## src/rtl/nvck_pkg.sv

```systemverilog
`timescale 1ns/1ps
// Shared constants and helpers for the NVRAM image checker.
// Assumes the running sums are 16 bits wide, with the modulus below 2^16.
package nvck_pkg;
    localparam int unsigned SUM_W   = 16;
    localparam int unsigned SUM_MOD = 65521;

    typedef logic [SUM_W-1:0] sum_t;

    // Add two residues and reduce the result once; both inputs must already be below SUM_MOD.
    function automatic sum_t mod_add(input sum_t a, input sum_t b);
        logic [SUM_W:0] s;
        s = {1'b0, a} + {1'b0, b};
        if (s >= (SUM_W+1)'(SUM_MOD))
            s = s - (SUM_W+1)'(SUM_MOD);
        return s[SUM_W-1:0];
    endfunction
endpackage

```

## src/rtl/nvck_run_sum.sv

```systemverilog
`timescale 1ns/1ps
// Two modular running sums: the low sum accumulates the bytes, and the high
// sum accumulates each new low sum. Both are reduced on every byte.
// clr_i restores the initial values (low 1, high 0).
module nvck_run_sum
    import nvck_pkg::*;
(
    input  logic       clk,
    input  logic       rst_n,
    input  logic       clr_i,
    input  logic       en_i,
    input  logic [7:0] byte_i,
    output sum_t       low_o,
    output sum_t       high_o
);
    sum_t low_nx;

    // Next low sum, used by both registers.
    always_comb low_nx = mod_add(low_o, {{(SUM_W-8){1'b0}}, byte_i});

    // Restart or advance both sums.
    always_ff @(posedge clk) begin
        if (!rst_n || clr_i) begin
            low_o  <= sum_t'(1);
            high_o <= '0;
        end else if (en_i) begin
            low_o  <= low_nx;
            high_o <= mod_add(high_o, low_nx);
        end
    end

    // Both residues stay under the modulus.
    assert_no_overflow_R9: assert property (@(posedge clk) disable iff (!rst_n)
        (low_o < sum_t'(SUM_MOD)) && (high_o < sum_t'(SUM_MOD)));
endmodule

```

## config.mk

```make
export PLATFORM = sky130hd
export DESIGN_NAME = nvck_run_sum
export DESIGN_NICKNAME = d
export VERILOG_FILES = /design/src/rtl/nvck_pkg.sv /design/src/rtl/nvck_run_sum.sv
export SDC_FILE = /design/constraint.sdc
export NUM_CORES = 1
export LEC_CHECK = 0
export ABC_AREA = 0
export BUFFER_PORTS_ARGS = -buffer_cell sky130_fd_sc_hd__buf_2
export CAP_MARGIN = 20
export CORE_MARGIN = 10
export CORE_UTILIZATION = 45
export DETAILED_ROUTE_END_ITERATION = 10
export GPL_ROUTABILITY_DRIVEN = 0
export GPL_TIMING_DRIVEN = 0
export PLACE_DENSITY = 0.7
export SLEW_MARGIN = 15
export SYNTH_ARGS = -nofsm -noshare
export SYNTH_HDL_FRONTEND = slang
export SYNTH_SLANG_ARGS = --single-unit
```

## constraint.sdc

```tcl
create_clock -name clk -period 6.5 [get_ports clk]
set_clock_uncertainty 0.2 [all_clocks]
set_input_delay 1.3 -clock clk [delete_from_list [all_inputs] [get_ports clk]]
set_output_delay 1.3 -clock clk [all_outputs]
set_load 0.005 [all_outputs]
```

==> flow_summary.yaml, run 1 <==
run_status:
  status: "finished with violations"
  violations: "negative setup slack"
route:
  drc_errors: 0
  drtAntennaViolNets: 0
  routed_wirelength_um: 13200
  drtIter0Drc: 432
  via_per_inst: 6.23
  drt-pass1-iter-count: 5
  wl_per_cell_um: 18.4
  vias: 4476
clock_tree:
  clk_pin_slew_ps: 80
  cts.sinks: 32
  htree_levels: 2
  numCtsBuffers: 5
  root_buffer: "clkbuf_8"
  tritoncts: "yes"
  clockBufferDepth: 2
  insertion_delay_ps: 290
floorplan:
  pin_count: 44
  die_h_um: 112
  die_area_um2: 12600
  die_x_um: 112
  num_rows: 33
  core_um2: 8220
  start_util: 0.464
grt:
  grt_overflow: 0
  busiest_layer: "met2"
  grt_pass1_wl_um: 20900
  use_met1: 0.236
  grt_max_degree: 11
  grt_use_total: 0.193
  antenna_found_initial: 0
  use_met2: 0.331
  met3_usage: 0.0277
  grt_pass1_vias: 4302
yosys:
  ys_seq_area_frac: 0.168
  ys_ff_latch: 32
  avgSynthCellArea_um2: 7.40
  synthCells: 516
  syn-num-nets: 560
  ys.flop_type: "dfxtp_1"
  synth_edf_count: 0
  synth_cell_types: 77
  yosysWarningCount: 0
  async_reset_ff_frac: 0
  syn_area_um2: 3820
worst_setup_path:
  critPathMaxFanout: 6
  reg2reg_slack_ps: 410
  arrival_ps: 6760
  worstSetupStartpointType: "primary input"
  endpoint_kind: "flip-flop"
  worstPathRequired_ps: 6500
  crit_type: "primary input to flip-flop"
timing:
  rsz0062_at_grt: "yes"
  whs_ps: 329
  clock.fmax_ghz: 0.148
  setup-tns-final_ps: -1720
  finalHoldViolCount: 0
  setup_violations: 15
  worstMarginPinSlew_ps: 657
  finalMaxSlewViolations: 0
  min_period_ps: 6750
  relSlewSlack: 0.562
  finalCritPeriodShare: 1.04
  worst_slack_ps: -254
finish:
  final_core_util: 0.637
  n_antenna_cell: 0
  final_common_cell: "nor2_1"
  area_growth_pct: 37.1
  multi_input_area_um2: 3540
  fillers: 696
  layout_common_cells: "nor2_1, buf_2, buf_4"
  nNetsFinal: 656
  regArea_um2: 641
  layout-drive-gt1-share: 0.323
placement:
  io_buffers: 42
  hpwl_um: 9240
  place_ws_ps: -1110
power_and_ir_drop:
  combPwrFrac: 0.465
  p_leak_uw: 0.00220
  p_seq_frac: 0.281
  swShare: 0.387
  ir_worst_vdd_uv: 109
  powerDensity_nw_per_um2: 146
  p_sw_uw: 296
  internal-power_uw: 469
  clockPowerShare: 0.255
  p_total_uw: 765
flow_run:
  maxCapViolCount: 0
worst_hold_path:
  min_path_type: "flip-flop to flip-flop"
-- synth_stat cells (all sizes together) (2+ instances only) --
cell type / number / area, µm²
nor2: 49 / 184
nand2: 38 / 145
a21oi: 36 / 188
o21ai: 34 / 170
nand3: 33 / 165
dfxtp: 32 / 641
ha: 30 / 375
xnor2: 20 / 175
clkbuf: 16 / 60.1
inv: 16 / 60.1
and2: 13 / 81.3
a31oi: 12 / 90.1
nor3: 12 / 60.1
o211ai: 12 / 90.1
and3: 11 / 68.8
xor2: 11 / 96.3
a211oi: 10 / 80.1
buf: 10 / 55.1
a21o: 8 / 60.1
nor4: 8 / 71.3
or3: 8 / 50.1
nand4: 7 / 43.8
o21a: 7 / 52.6
mux2i: 6 / 63.8
nand2b: 5 / 31.3
o211a: 5 / 50.1
a211o: 4 / 35.0
and4: 4 / 35.0
nor2b: 4 / 25.0
o31ai: 4 / 30.0
or4: 4 / 33.8
a2111oi: 3 / 26.3
a32oi: 3 / 26.3
nand3b: 3 / 26.3
nor4b: 3 / 26.3
or2: 3 / 18.8
a2111o: 2 / 22.5
fa: 2 / 40.0
mux2: 2 / 22.5
or3b: 2 / 17.5
-- cell families after synthesis --
group,synth area share
fa+ha+maj,0.109
simple gates,0.304
xor+xnor,0.0711
mux,0.0226
flops,0.168
buf+inv,0.0459
compound gates,0.280
-- stage by stage --
step | cell area, µm² | std cells
finish | 5230 | 718
CTS | 4800 | 697
floorplan | 3920 | 516
global placement | 4260 | 663
detailed placement | 4260 | 663
global route | 5230 | 718
-- what timing repair did --
item                                    4_1_cts  5_1_grt
resized for setup                            43       56
pin swaps                                    35       31
hold buffers                                  0        0
endpoints found under the setup margin       16       16
buffers inserted                             29       22
-- power groups by stage --
stage               Combinational, µW  Sequential, µW  Clock (µW)
floorplan                         212             217           0
global placement                  272             218           0
detailed placement                278             218           0
CTS                               310             214         197
global route                      387             216         204
finish                            356             215         195
-- critical path: stages --
cell      delay [ps]
buf_6             70
ha_4             130
inv_2             30
fa_2             330
nand2b_4         160
a21oi_4          210
a211oi_4         100
or3_4            340
a2111o_1         540
nor4_4           180
buf_6            160
nor2_4            50
xnor2_2          190
ha_2             230
inv_2             40
fa_2             340
nand3b_4         190
nand2_4          110
xnor2_4           80
or4_4            520
and4b_2          390
nand3_4           90
or4_4            530
nand3b_1         190
a31oi_1          230
-- sequential cells by signal, indices dropped and copies added, names as in the netlist --
name	count
low_o	16
high_o	16
-- worst paths after layout --
path,start,end,depth (start not counted)
max,byte_i[0],high_o[14]$_SDFFE_PP0P_,25
min,low_o[15]$_SDFFE_PP0P_,low_o[15]$_SDFFE_PP0P_,2
max reg2reg,low_o[0]$_SDFFE_PP1P_,high_o[14]$_SDFFE_PP0P_,24
min reg2reg,low_o[15]$_SDFFE_PP0P_,low_o[15]$_SDFFE_PP0P_,2
-- cell type report --
cell class,instances,area share
well taps,105,0.0251
plain buffers,22,0.0218
repair buffers,93,0.122
clock inverters,2,0.00669
flip-flops and latches,32,0.122
inverters,16,0.0115
multi-input cells,442,0.677
clock buffers,6,0.0139
-- layer usage --
layer,vias up,routed length [µm]
met3,42,945
met4,0,407
li1,2128,-
met2,206,6520
met1,2100,5360
met5,-,0
Power figures use the tool's default switching activity.
==> inputs of run 2 (changes only) <==
Settings changed: CORE_MARGIN 10 to not set.
==> run 2 against run 1 <==
  * The flow still finishes with violations (negative setup slack)
  * Non-clock buffer count fell by 9
  * Final area down 2.4%
  * Critical path depth up 1
  * Largest cell class unchanged
  * Largest power group unchanged
==> flow_summary.yaml, run 2 (same netlist as run 1, synthesis figures left out) <==
route:
  drtIter0Drc: 244
  drc_errors: 0
  drt-pass1-iter-count: 5
  via_per_inst: 6.24
  vias: 4416
  routed_wirelength_um: 12600
  drtAntennaViolNets: 0
  wl_per_cell_um: 17.8
placement:
  placed_cell_area_um2: 4260
  hpwl_um: 8830
  io_buffers: 42
grt:
  grt_pass1_vias: 4177
  antenna_found_initial: 0
  grt_pass1_wl_um: 20100
  grt_overflow: 0
  busiest_layer: "met2"
  use_met2: 0.487
  grt_use_total: 0.291
  use_met1: 0.367
  grt_max_degree: 11
  met3_usage: 0.0372
finish:
  fillers: 683
  fin_area_um2: 5110
  layout_common_cells: "nor2_1, buf_2, buf_4"
  reg_top3: "high_o (16), low_o (16)"
  final_core_util: 0.622
  n_antenna_cell: 0
  area_growth_pct: 33.8
  final_common_cell: "nor2_1"
  nNetsFinal: 647
  layout-drive-gt1-share: 0.312
timing:
  finalCritPeriodShare: 1.03
  finalHoldViolCount: 0
  rsz0062_at_grt: "yes"
  min_period_ps: 6700
  setup_violations: 15
  worstMarginPinSlew_ps: 697
  finalMaxSlewViolations: 0
  worst_slack_ps: -205
  relSlewSlack: 0.535
  clock.fmax_ghz: 0.149
  whs_ps: 325
floorplan:
  num_rows: 33
  start_util: 0.464
  die_x_um: 94.1
  core_um2: 8220
  die_h_um: 94.1
  die_area_um2: 8850
  pin_count: 44
power_and_ir_drop:
  ir_worst_vdd_uv: 131
  powerDensity_nw_per_um2: 146
  combPwrFrac: 0.471
  swShare: 0.400
  clockPowerShare: 0.241
  internal-power_uw: 447
  p_sw_uw: 298
  p_seq_frac: 0.288
  p_leak_uw: 0.00213
worst_setup_path:
  critPathBufInv: 6
  worstPathRequired_ps: 6550
  cp_common_cell: "buf_4"
  critPathMaxFanout: 10
  path_delay_family: "simple AND/OR/NAND/NOR gates"
  arrival_ps: 6750
  crit_type: "primary input to flip-flop"
  cp_slowest_cell: "or4_4"
  endpoint_kind: "flip-flop"
  worstSetupStartpointType: "primary input"
  slowest_delay_ps: 540
clock_tree:
  root_buffer: "clkbuf_8"
  insertion_delay_ps: 300
  hold_buffers: 0
  clockBufferDepth: 2
  numCtsBuffers: 5
  cts.sinks: 32
  tritoncts: "yes"
  clk_pin_slew_ps: 80
  htree_levels: 2
flow_run:
  maxCapViolCount: 0
run_status:
  violations: "negative setup slack"
  status: "finished with violations"
worst_hold_path:
  min_path_type: "flip-flop to flip-flop"
[run 2: changes by cell type in the layout (fill, tap and decap cells not counted), moves of 3 or more]
cell | previous run | this run
buf_6 | 11 | 6
buf_4 | 43 | 40
nand2_1 | 34 | 37
nand2_2 | 3 | 0
[run 2: power groups by stage]
stage | Clock, µW | Sequential (µW) | Combinational (µW)
2_1_floorplan | 0 | 217 | 212
3_3_place_gp | 0 | 218 | 270
3_5_place_dp | 0 | 218 | 277
4_1_cts | 178 | 214 | 311
5_1_grt | 186 | 215 | 381
6_report | 179 | 215 | 351
[run 2: tightest hold or removal path, delay by kind of cell, from the launching register on]
family,cells,cell delay (ps)
flip-flops,1,360
AND/OR/NAND/NOR,1,60
AO/OA/AOI/OAI,1,70
[run 2: area by class of cell]
type	instances	area, µm²	area share
Sequential cell	32	641	0.125
Multi-Input combinational cell	442	3530	0.691
Timing Repair Buffer	84	539	0.106
Clock buffer	7	96.3	0.0189
Inverter	16	60.1	0.0118
Tap cell	105	131	0.0257
Buffer	22	113	0.0220
[run 2: path summary, 6_finish.rpt]
path,from,to,slack [ps],cells past startpoint
worst min register to register,high_o[12]$_SDFFE_PP0P_,high_o[12]$_SDFFE_PP0P_,330,2
worst max register to register,low_o[0]$_SDFFE_PP1P_,high_o[12]$_SDFFE_PP0P_,470,25
worst max-delay path,byte_i[5],high_o[12]$_SDFFE_PP0P_,-200,26
worst min-delay path,high_o[12]$_SDFFE_PP0P_,high_o[12]$_SDFFE_PP0P_,330,2
[run 2: metrics by stage]
step	cells	setup WS [ps]	power (µW)	setup TNS [ps]
finish	708	-205	745	-2060
detailed placement	663	-1170	496	-15670
global placement	663	-1040	488	-13760
CTS	699	-283	704	-2540
global route	708	-490	782	-6320
floorplan	516	-209	429	-571
[run 2: layer usage]
metal  up-vias  part of all wire
met5         -                 0
met4         0             0.039
met3        47             0.067
met2       199              0.47
met1      2064              0.43
li1       2106                 -
[run 2: repair_timing]
action                     in CTS  in global routing
buffers inserted               32                 10
setup endpoints to repair      16                 16
gates resized for setup        54                 40
pin swaps                      43                 30
==> inputs of run 3 (changes only) <==
Settings changed: MAX_ROUTING_LAYER set to met4, REMOVE_ABC_BUFFERS set to 1.
==> run 3 against run 2 <==
  * The run still ends with negative setup slack left
  * Clock power up 27%
  * Core utilization up 4.6 points
  * Flip-flop and latch count unchanged
  * Worst setup slack worse by 210 ps
  * Sequential power about the same
  * Count of clock-buffer cells in the layout unchanged
  * Global-route usage down 0.41 points
  * Critical path type unchanged
  * Highest routed layer unchanged
==> flow_summary.yaml, run 3 (same netlist as run 1, synthesis figures left out) <==
worst_setup_path:
  reg2reg_slack_ps: 220
  endpoint_kind: "flip-flop"
  critPathMaxFanout: 7
  arrival_ps: 6930
  crit_type: "primary input to flip-flop"
  worstPathRequired_ps: 6510
  worstSetupStartpointType: "primary input"
grt:
  antenna_found_initial: 0
  grt_pass1_vias: 4113
  grt_overflow: 0
  grt_use_total: 0.287
  grt_max_degree: 45
  grt_pass1_wl_um: 19600
route:
  vias: 4510
  met2WireLength_um: 6850
  routed_wirelength_um: 13600
  routed-wl-met3_um: 771
  drt-pass1-iter-count: 5
  via_per_inst: 6.32
  wl_per_cell_um: 19.1
  drtIter0Drc: 247
  m1WireLength_um: 5500
  drc_errors: 0
  drtAntennaViolNets: 0
  top_layer_used: "met4"
timing:
  worstMarginPinSlew_ps: 955
  finalHoldViolCount: 0
  setup_violations: 16
  worst_slack_ps: -418
  finalMaxSlewViolations: 0
  relSlewSlack: 0.363
  min_period_ps: 6920
  rsz0062_at_grt: "yes"
  finalCritPeriodShare: 1.06
  clock.fmax_ghz: 0.145
clock_tree:
  root_buffer: "clkbuf_8"
  tritoncts: "yes"
  clockBufferDepth: 2
  hold_buffers: 0
  insertion_delay_ps: 320
  htree_levels: 2
  numCtsBuffers: 5
  cts.sinks: 32
  clk_pin_slew_ps: 80
power_and_ir_drop:
  internal-power_uw: 530
  combPwrFrac: 0.487
  p_leak_uw: 0.00229
  swShare: 0.389
  p_seq_frac: 0.250
  powerDensity_nw_per_um2: 158
  p_total_uw: 868
  ir_worst_vdd_uv: 135
  clockPowerShare: 0.263
  p_sw_uw: 338
finish:
  reg_top3: "high_o (16), low_o (16)"
  layout-drive-gt1-share: 0.365
  layout_common_cells: "buf_4, nor2_1, buf_2"
  area_growth_pct: 43.8
  n_antenna_cell: 0
  instances_no_fill: 714
  final_common_cell: "buf_4"
  nNetsFinal: 652
run_status:
  violations: "negative setup slack"
  status: "finished with violations"
floorplan:
  num_rows: 33
  die_h_um: 94.1
  core_um2: 8220
  die_x_um: 94.1
  pin_count: 44
  start_util: 0.464
  die_area_um2: 8850
placement:
  place_ws_ps: -1710
  hpwl_um: 8030
  io_buffers: 43
  place_inst: 639
worst_hold_path:
  min_path_type: "flip-flop to flip-flop"
flow_run:
  maxCapViolCount: 0
## run 3: cell count changes in the layout (fill, tap and decap cells not counted), moves of 3 or more
cell,delta
a211oi_1,+3
a211oi_2,-3
a21oi_4,+3
buf_4,+16
buf_6,+4
clkbuf_1,-14
ha_1,-8
ha_4,+7
## run 3: repair_timing
item | in CTS | in global routing
pin swaps | 19 | 54
buffers inserted | 29 | 39
resized for setup | 65 | 78
endpoints found under the setup margin | 16 | 16
gates cloned | 0 | 0
## run 3: cell type report
cell class	count	area, µm²
clock buffer	7	96.3
clock inverter	1	30.0
fill	656	2730
inverter	16	60.1
multi-input combinational	442	3730
sequential	32	641
tap	105	131
timing repair buffer	111	798
## run 3: per-stage QoR
stage / instance area [µm²] / TNS [ps] / hold WS (ps) / utilization
3_3_place_gp: 4050 / -21570 / 294 / 0.493
2_1_floorplan: 3700 / -6880 / 283 / -
5_1_grt: 5490 / -6770 / 352 / 0.668
4_1_cts: 4730 / -940 / 315 / 0.575
3_5_place_dp: 4060 / -24160 / 302 / 0.494
6_report: 5490 / -4270 / 331 / 0.668
## run 3: power by group through the flow
| stage | sequential [µW] | clock [µW] | combinational [µW] |
|---|---|---|---|
| global placement | 219 | 0 | 249 |
| CTS | 215 | 228 | 317 |
| global route | 218 | 239 | 451 |
| finish | 217 | 228 | 423 |
| floorplan | 217 | 0 | 192 |
| detailed placement | 219 | 0 | 259 |
## run 3: path summary, 6_finish.rpt
check	from	to	depth (start not counted)
min reg2reg	high_o[12]$_SDFFE_PP0P_	high_o[12]$_SDFFE_PP0P_	2
max reg2reg	low_o[0]$_SDFFE_PP1P_	high_o[9]$_SDFFE_PP0P_	24
min	high_o[12]$_SDFFE_PP0P_	high_o[12]$_SDFFE_PP0P_	2
max	byte_i[0]	high_o[9]$_SDFFE_PP0P_	25
## run 3: metal layers
| metal | vias up | global-route usage |
|---|---|---|
| met5 | - | - |
| met4 | 0 | 0.105 |
| met3 | 53 | 0.0388 |
| met2 | 195 | 0.489 |
| met1 | 2136 | 0.344 |
| li1 | 2126 | - |
## run 3: worst max-delay path: stages
cell	delay, ps
buf_8	70
ha_4	130
inv_2	40
fa_2	330
nand2b_4	160
a21oi_4	200
a211oi_4	100
or3_4	340
a2111o_1	510
nor4_4	420
buf_4	220
o211ai_1	130
xnor2_1	290
ha_2	350
buf_4	150
a21oi_4	140
o211ai_1	190
and2_4	230
or4_4	490
nand3_4	80
and4bb_4	240
a32oi_4	390
buf_6	150
nand3_1	90
o211ai_1	170
